==> src/rtl/mdio_mgmt_pkg.sv <==
// Shared constants, command type and divider table for the MDIO master.
// Assumes clause-22 framing with a full 32-bit preamble.
package mdio_mgmt_pkg;
    localparam int PHY_W      = 5;
    localparam int REG_W      = 5;
    localparam int SEL_W      = 4;
    localparam int DATA_W     = 16;
    localparam int PRE_BITS   = 32;
    localparam int CNT_W      = 8;
    localparam int FRAME_BITS = PRE_BITS + 2 + 2 + PHY_W + REG_W + 2 + DATA_W;
    localparam int IDX_W      = $clog2(FRAME_BITS);
    localparam int TA_POS     = FRAME_BITS - DATA_W - 2;
    localparam int DATA_POS   = FRAME_BITS - DATA_W;

    // Map a divider select code to the MDC period in system clocks.
    function automatic logic [CNT_W-1:0] ratio_for(input logic [SEL_W-1:0] code);
        logic [CNT_W-1:0] r;
        case (code)
            4'd0:    r = 8'd42;
            4'd1:    r = 8'd62;
            4'd2:    r = 8'd16;
            4'd3:    r = 8'd26;
            4'd4:    r = 8'd102;
            4'd5:    r = 8'd124;
            default: r = 8'd124;
        endcase
        return r;
    endfunction
endpackage

==> src/rtl/mdio_csr.sv <==
// Command and data registers of the MDIO master.
// Decodes a start request, holds the fields for read-back and captures read data.
// Assumes reg_we is a single-cycle strobe; writes are dropped while busy.
module mdio_csr
    import mdio_mgmt_pkg::*;
(
    input  logic              clk,
    input  logic              rst_n,
    input  logic              reg_we,
    input  logic              reg_sel,
    input  logic [15:0]       reg_wdata,
    input  logic              busy,
    input  logic              done,
    input  logic              wr_active,
    input  logic [DATA_W-1:0] rd_value,
    output logic              start,
    output logic [PHY_W-1:0]  start_phy,
    output logic [REG_W-1:0]  start_reg,
    output logic [SEL_W-1:0]  start_sel,
    output logic              start_wr,
    output logic [DATA_W-1:0] tx_data,
    output logic [31:0]       addr_rdata,
    output logic [31:0]       data_rdata
);
    localparam int WR_BIT  = 1;
    localparam int SEL_LSB = 2;
    localparam int REG_LSB = SEL_LSB + SEL_W;
    localparam int PHY_LSB = REG_LSB + REG_W;

    logic [PHY_W-1:0]  phy_q;
    logic [REG_W-1:0]  reg_q;
    logic [SEL_W-1:0]  sel_q;
    logic              wr_q;
    logic [DATA_W-1:0] data_q;
    logic              cmd_wr, dat_wr;

    // Field decode of the incoming command word.
    assign start_phy = reg_wdata[PHY_LSB +: PHY_W];
    assign start_reg = reg_wdata[REG_LSB +: REG_W];
    assign start_sel = reg_wdata[SEL_LSB +: SEL_W];
    assign start_wr  = reg_wdata[WR_BIT];

    assign cmd_wr  = reg_we && !reg_sel && !busy;
    assign dat_wr  = reg_we &&  reg_sel && !busy;
    assign start   = cmd_wr && reg_wdata[0];
    assign tx_data = data_q;

    // Hold command fields written while idle.
    always_ff @(posedge clk) begin
        if (!rst_n) begin
            phy_q <= '0;
            reg_q <= '0;
            sel_q <= '0;
            wr_q  <= 1'b0;
        end else if (cmd_wr) begin
            phy_q <= start_phy;
            reg_q <= start_reg;
            sel_q <= start_sel;
            wr_q  <= start_wr;
        end
    end

    // Data register: software write when idle, read result at frame end.
    always_ff @(posedge clk) begin
        if (!rst_n) begin
            data_q <= '0;
        end else if (dat_wr) begin
            data_q <= reg_wdata[DATA_W-1:0];
        end else if (done && !wr_active) begin
            data_q <= rd_value;
        end
    end

    assign addr_rdata = {16'h0000, phy_q, reg_q, sel_q, wr_q, busy};
    assign data_rdata = {{(32-DATA_W){1'b0}}, data_q};
endmodule

==> src/rtl/mdio_mdc_gen.sv <==
// MDC generator: divides the system clock by a ratio latched at frame start.
// MDC is low for the first half of each bit period and high for the rest.
// Provides strobes for the rising edge and for the last clock of a bit.
module mdio_mdc_gen
    import mdio_mgmt_pkg::*;
(
    input  logic             clk,
    input  logic             rst_n,
    input  logic             start,
    input  logic [SEL_W-1:0] start_sel,
    input  logic             active,
    output logic             mdc,
    output logic             rise,
    output logic             bit_end
);
    logic [CNT_W-1:0] ratio_q, half_q, cnt_q, next_ratio;

    assign next_ratio = ratio_for(start_sel);

    // Divider counter and per-frame ratio latch.
    always_ff @(posedge clk) begin
        if (!rst_n) begin
            ratio_q <= ratio_for('0);
            half_q  <= ratio_for('0) >> 1;
            cnt_q   <= '0;
        end else if (start) begin
            ratio_q <= next_ratio;
            half_q  <= next_ratio >> 1;
            cnt_q   <= '0;
        end else if (active) begin
            cnt_q   <= bit_end ? '0 : cnt_q + 1'b1;
        end
    end

    assign bit_end = active && (cnt_q == ratio_q - 1'b1);
    assign rise    = active && (cnt_q == half_q);
    assign mdc     = active && (cnt_q >= half_q);
endmodule

==> src/rtl/mdio_frame_engine.sv <==
// Frame engine: builds the 64-bit management frame at start, walks through it
// one bit per MDC period, drives MDIO one clock after each bit boundary and
// shifts in read data on MDC rising edges during the data phase.
module mdio_frame_engine
    import mdio_mgmt_pkg::*;
(
    input  logic              clk,
    input  logic              rst_n,
    input  logic              start,
    input  logic [PHY_W-1:0]  start_phy,
    input  logic [REG_W-1:0]  start_reg,
    input  logic              start_wr,
    input  logic [DATA_W-1:0] start_data,
    input  logic              rise,
    input  logic              bit_end,
    input  logic              mdio_i,
    output logic              busy,
    output logic              done,
    output logic              wr_active,
    output logic [DATA_W-1:0] rd_value,
    output logic              mdio_o,
    output logic              mdio_oe
);
    logic [FRAME_BITS-1:0] frame_q, frame_d;
    logic [IDX_W-1:0]      idx_q;
    logic                  busy_q, wr_q, last, drive_en, cur_bit;
    logic [DATA_W-1:0]     sh_q;
    logic                  mdio_o_q, oe_q;

    // Assemble the frame from the start fields.
    always_comb begin
        frame_d = {{PRE_BITS{1'b1}}, 2'b01,
                   (start_wr ? 2'b01 : 2'b10),
                   start_phy, start_reg,
                   (start_wr ? 2'b10 : 2'b00),
                   (start_wr ? start_data : {DATA_W{1'b0}})};
    end

    assign last     = (idx_q == IDX_W'(FRAME_BITS - 1));
    assign done     = bit_end && last;
    assign drive_en = wr_q || (idx_q < IDX_W'(TA_POS));
    assign cur_bit  = frame_q[IDX_W'(FRAME_BITS - 1) - idx_q];

    // Frame sequencing: busy flag, bit index and frame latch.
    always_ff @(posedge clk) begin
        if (!rst_n) begin
            busy_q  <= 1'b0;
            wr_q    <= 1'b0;
            idx_q   <= '0;
            frame_q <= '0;
        end else if (start) begin
            busy_q  <= 1'b1;
            wr_q    <= start_wr;
            idx_q   <= '0;
            frame_q <= frame_d;
        end else if (bit_end) begin
            if (last) busy_q <= 1'b0;
            else      idx_q  <= idx_q + 1'b1;
        end
    end

    // Read data capture on MDC rising edges in the data phase.
    always_ff @(posedge clk) begin
        if (!rst_n || start) begin
            sh_q <= '0;
        end else if (rise && (idx_q >= IDX_W'(DATA_POS))) begin
            sh_q <= {sh_q[DATA_W-2:0], mdio_i};
        end
    end

    // Pad drive, registered one clock behind the bit index.
    always_ff @(posedge clk) begin
        if (!rst_n) begin
            mdio_o_q <= 1'b1;
            oe_q     <= 1'b0;
        end else if (busy_q && !done) begin
            mdio_o_q <= cur_bit;
            oe_q     <= drive_en;
        end else begin
            mdio_o_q <= 1'b1;
            oe_q     <= 1'b0;
        end
    end

    assign busy      = busy_q;
    assign wr_active = wr_q;
    assign rd_value  = sh_q;
    assign mdio_o    = mdio_o_q;
    assign mdio_oe   = oe_q;
endmodule

==> src/rtl/mdio_mgmt_master.sv <==
// Top of the MDIO management master: register block, MDC generator and
// frame engine. One command write selects the target and starts the frame.
module mdio_mgmt_master
    import mdio_mgmt_pkg::*;
(
    input  logic        clk,
    input  logic        rst_n,
    input  logic        reg_we,
    input  logic        reg_sel,
    input  logic [15:0] reg_wdata,
    output logic [31:0] addr_rdata,
    output logic [31:0] data_rdata,
    output logic        mdc,
    output logic        mdio_o,
    output logic        mdio_oe,
    input  logic        mdio_i
);
    logic              start, start_wr, busy, done, wr_active, rise, bit_end;
    logic [PHY_W-1:0]  start_phy;
    logic [REG_W-1:0]  start_reg;
    logic [SEL_W-1:0]  start_sel;
    logic [DATA_W-1:0] tx_data, rd_value;

    mdio_csr u_csr (
        .clk(clk), .rst_n(rst_n), .reg_we(reg_we), .reg_sel(reg_sel),
        .reg_wdata(reg_wdata), .busy(busy), .done(done),
        .wr_active(wr_active), .rd_value(rd_value), .start(start),
        .start_phy(start_phy), .start_reg(start_reg), .start_sel(start_sel),
        .start_wr(start_wr), .tx_data(tx_data),
        .addr_rdata(addr_rdata), .data_rdata(data_rdata)
    );

    mdio_mdc_gen u_mdc (
        .clk(clk), .rst_n(rst_n), .start(start), .start_sel(start_sel),
        .active(busy), .mdc(mdc), .rise(rise), .bit_end(bit_end)
    );

    mdio_frame_engine u_frame (
        .clk(clk), .rst_n(rst_n), .start(start), .start_phy(start_phy),
        .start_reg(start_reg), .start_wr(start_wr), .start_data(tx_data),
        .rise(rise), .bit_end(bit_end), .mdio_i(mdio_i), .busy(busy),
        .done(done), .wr_active(wr_active), .rd_value(rd_value),
        .mdio_o(mdio_o), .mdio_oe(mdio_oe)
    );
endmodule

==> config.mk <==
export PLATFORM = sky130hd
export DESIGN_NAME = mdio_mgmt_master
export DESIGN_NICKNAME = d
export VERILOG_FILES = /design/src/rtl/mdio_mgmt_pkg.sv /design/src/rtl/mdio_csr.sv /design/src/rtl/mdio_mdc_gen.sv /design/src/rtl/mdio_frame_engine.sv /design/src/rtl/mdio_mgmt_master.sv
export SDC_FILE = /design/constraint.sdc
export NUM_CORES = 1
export LEC_CHECK = 0
export BUFFER_PORTS_ARGS = -buffer_cell sky130_fd_sc_hd__buf_4
export CAP_MARGIN = 0
export CORE_MARGIN = 1.5
export CORE_UTILIZATION = 56
export CTS_CLUSTER_DIAMETER = 50
export CTS_CLUSTER_SIZE = 8
export DETAILED_ROUTE_END_ITERATION = 10
export PLACE_DENSITY = 0.8
export SLEW_MARGIN = 20
export SYNTH_ARGS = -nofsm -noshare
export SYNTH_HDL_FRONTEND = slang
export SYNTH_SLANG_ARGS = --single-unit
export TNS_END_PERCENT = 50
==> constraint.sdc <==
create_clock -name clk -period 3 [get_ports clk]
set_clock_uncertainty 0.15 [all_clocks]
set_input_delay 0.45 -clock clk [delete_from_list [all_inputs] [get_ports clk]]
set_output_delay 0.45 -clock clk [all_outputs]
set_load 0.03 [all_outputs]
==> results by group <==
Critical path
  • Reg2Reg Capture Point: u_csr.tx_data[0]$_SDFFE_PN0P_
  • Reg2reg setup slack: 0.15 ns
  • WP data required: 3.09 ns
  • CP Class: reg2reg
  • Max stage delay on crit path: 0.50 ns
  • Arrival time at the worst endpoint: 2.94 ns
  • Critical Path Source: u_mdc.ratio_q[3]$_SDFFE_PN1P_
  • Worst Reg-to-Reg Cells: 7
  • Crit-path slowest cell: or4_4
  • Startpoint Class: register
  • R2R Path Start: u_mdc.ratio_q[3]$_SDFFE_PN1P_
  • Worst Setup EP: u_csr.tx_data[0]$_SDFFE_PN0P_
  • Critical path, cell by cell: or3_4 > or4_4 > a2111oi_4 > nand3_4 > o31a_1 > buf_4 > mux2i_1
  • Worst-path fanout max: 16
  • Crit. End Element: register

Finish
  • Final cell count without fillers: 682
  • Syn-to-layout area delta: 12.2%
  • Fin area: 5380 µm²
  • Ratio of cells with drive above 1 in the final layout: 0.199
  • Ant. Diodes: 0
  • Nets: 602
  • Post-layout util: 0.651
  • # fillers: 670

Timing
  • Setup TNS Final: 0 ns
  • Final Setup Violations: 0
  • Worst slew pin tran: 0.647 ns
  • Period utilization: 0.949
  • Fmax: 351 MHz
  • RSZ-0062 raised after global routing: false
  • Worst slew margin relative to its limit: 0.569
  • Fin crit period: 2.85 ns
  • Final Hold Fails: 0
  • Fin. max-slew vios: 0

Synth
  • Async set or reset register ratio after synthesis: 0
  • Number of synthesized flops with an enable pin: 0
  • Synthesis Warnings: 0
  • Dominant synthesized flop cell: dfxtp_1
  • Yosys top cell area share: 0.413
  • Synth top area cells: dfxtp_1 41%, mux2i_1 8.1%, nand2_1 7.8%
  • Synth Register Bits: 99
  • Syn Inst Count: 525
  • Synth Area per Inst: 9.13 µm²
  • Post-Syn Area: 4790 µm²
  • Most frequent cells after synthesis: 99 x dfxtp_1, 99 x nand2_1, 39 x mux2i_1, 35 x nor2_1, 34 x buf_4
  • Synth area leader: dfxtp_1
  • Cell variety after synth: 54
  • Sequential-to-total area share from yosys stat: 0.413

Status
  • Status: finished clean

Floorplan
  • Starting density of the core: 0.581
  • Die Height: 95.5 µm
  • I/O pins: 88
  • Core area: 8260 µm²
  • Die area: 9130 µm²
  • Rows: 33
  • Chip Width: 95.5 µm

Detailed routing
  • Wirelength per Cell: 15.5 µm
  • Starting DRC count in detailed routing: 186
  • WL final: 10600 µm
  • Vias: 3745
  • # DRC: 0
  • DRT antenna net count: 0
  • DRT Pass-1 Iters: 5
  • Via density: 5.49

Place
  • Routability cong.: 0.862
  • PortBufs: 55
  • Placed Area: 5170 µm²
  • DP Cell Count: 666
  • Final HPWL DP: 7730 µm

Global route
  • Initial antenna violation count: 0
  • First-pass GRT wire length: 17500 µm
  • Number of global-route vias before repair: 3524
  • Gr usage total: 0.249
  • Total grt overflow: 0
  • Largest net degree at the start of global routing: 42

Clocking
  • CTS tree: yes
  • Clock root cell: clkbuf_8
  • # H-tree levels: 3
  • Clk_lat worst skew: 0.37 ns
  • Post-CTS sizing: 0
  • Longest Clk Path Bufs: 2
  • Clock sink total: 99
  • TritonCTS buffer count: 9
  • CTS Hold Bufs: 0
  • Post-CTS Setup Repair Bufs: 0
  • Clock transition at path regs: 0.10 ns

Pwr
  • Worst IR drop on VDD: 370 µV
  • Pwr dens: 460 nW/µm²
  • Pleak: 2.21 nW

Worst hold path
  • Min-delay worst type: in2reg

Flow run
  • MaxCap Viol Count: 0
==> cell usage in the layout (no fill, tap or decap), types with 2 or more instances in the layout <==
cell / instances
and2_1: 4
nor3b_1: 4
ha_1: 9
mux2_2: 18
clkbuf_8: 9
nand2b_1: 2
xor2_1: 7
nor2b_1: 4
o211a_1: 3
nand3_1: 8
nand2_1: 99
a21boi_0: 26
nand4_1: 7
o31a_1: 2
inv_6: 3
dfxtp_1: 98
buf_4: 69
and3_1: 3
nor4_1: 2
nor2_1: 35
o31ai_1: 3
xnor2_1: 9
or3_1: 2
inv_1: 10
nor3_1: 2
o21ai_0: 9
a22o_1: 16
or4_1: 4
a21oi_1: 7
mux2i_1: 39
mux4_2: 3
nand3b_1: 2
conb_1: 32
a31oi_1: 3
clkinv_8: 2
==> per-layer routing <==
| layer | vias to the layer above | part of all wire | track usage |
|---|---|---|---|
| met1 | 1784 | 0.44 | 0.320 |
| met2 | 109 | 0.50 | 0.414 |
| met4 | 0 | 0.014 | 0.0699 |
| li1 | 1838 | - | - |
| met5 | - | 0 | 0 |
| met3 | 14 | 0.045 | 0.0606 |
==> per-stage QoR <==
| step | setup slack [ns] | hold WS (ns) | total power [W] |
|---|---|---|---|
| after detailed placement | 0.157 | 0.307 | 0.00168 |
| after global placement | 0.225 | 0.296 | 0.00167 |
| final | 0.154 | 0.198 | 0.00248 |
| after global routing | 0.0434 | 0.184 | 0.00257 |
| after floorplan | 0.278 | 0.285 | 0.00162 |
| after CTS | 0.128 | 0.181 | 0.00249 |
==> worst max-delay path: cells and delay by family, from the launching register on <==
family                 cells  cell delay [ns]
buffers and inverters      1             0.22
AOI/OAI and AO/OA          2             0.75
and+or+nand+nor            3             1.08
muxes                      1             0.15
DFF                        1             0.37
==> registers in the layout, summed over array words and instances (netlist names) <==
register / count
u_frame.rd_value: 16
u_frame.idx_q: 6
u_frame.mdio_oe: 1
u_mdc.ratio_q: 6
u_frame.frame_q: 29
u_frame.mdio_o: 1
u_csr.wr_q: 1
u_csr.phy_q: 5
u_csr.reg_q: 5
u_frame.busy: 1
u_csr.tx_data: 16
u_csr.sel_q: 4
u_mdc.cnt_q: 8
==> kinds of logic (layout without fill, tap and decap cells) <==
group,after synthesis,after routing,synth area share
buf+inv,74,95,0.0895
compound gates,80,80,0.128
flops,99,99,0.413
other cells,1,32,0.000782
mux,60,60,0.138
xor+xnor,16,16,0.0292
simple gates,186,186,0.177
fa+ha+maj,9,9,0.0235
==> power by group <==
part	switching (W)	internal, W	total (W)
combinational	0.000191	0.0000955	0.000287
clock	0.000505	0.000325	0.000830
sequential	0.0000210	0.00134	0.00136
total	0.000717	0.00176	0.00248
==> how the worst min path moves through the flow <==
stage | startpoint | to | slack, ns | depth (start not counted)
after floorplan | u_frame.frame_q[12]$_SDFFE_PN0P_ | u_frame.frame_q[12]$_SDFFE_PN0P_ | 0.28 | 1
after global placement | u_frame.frame_q[26]$_SDFFE_PN0P_ | u_frame.frame_q[26]$_SDFFE_PN0P_ | 0.30 | 2
after detailed placement | u_frame.frame_q[12]$_SDFFE_PN0P_ | u_frame.frame_q[12]$_SDFFE_PN0P_ | 0.31 | 1
after CTS | mdio_i | u_frame.rd_value[0]$_SDFFE_PP0P_ | 0.18 | 3
after global routing | reg_wdata[8] | u_frame.frame_q[20]$_SDFFE_PN0P_ | 0.18 | 3
final | mdio_i | u_frame.rd_value[0]$_SDFFE_PP0P_ | 0.20 | 3
==> cell type report <==
type / count / area, µm² / share of cell area
Multi-Input combinational cell: 383 / 2510 / 0.467
Sequential cell: 99 / 1980 / 0.369
Timing Repair Buffer: 69 / 518 / 0.0963
Tap cell: 105 / 131 / 0.0244
Clock buffer: 9 / 124 / 0.0230
Clock inverter: 7 / 72.6 / 0.0135
Inverter: 10 / 37.5 / 0.00698
No activity file was read; power rests on OpenSTA's default activity.
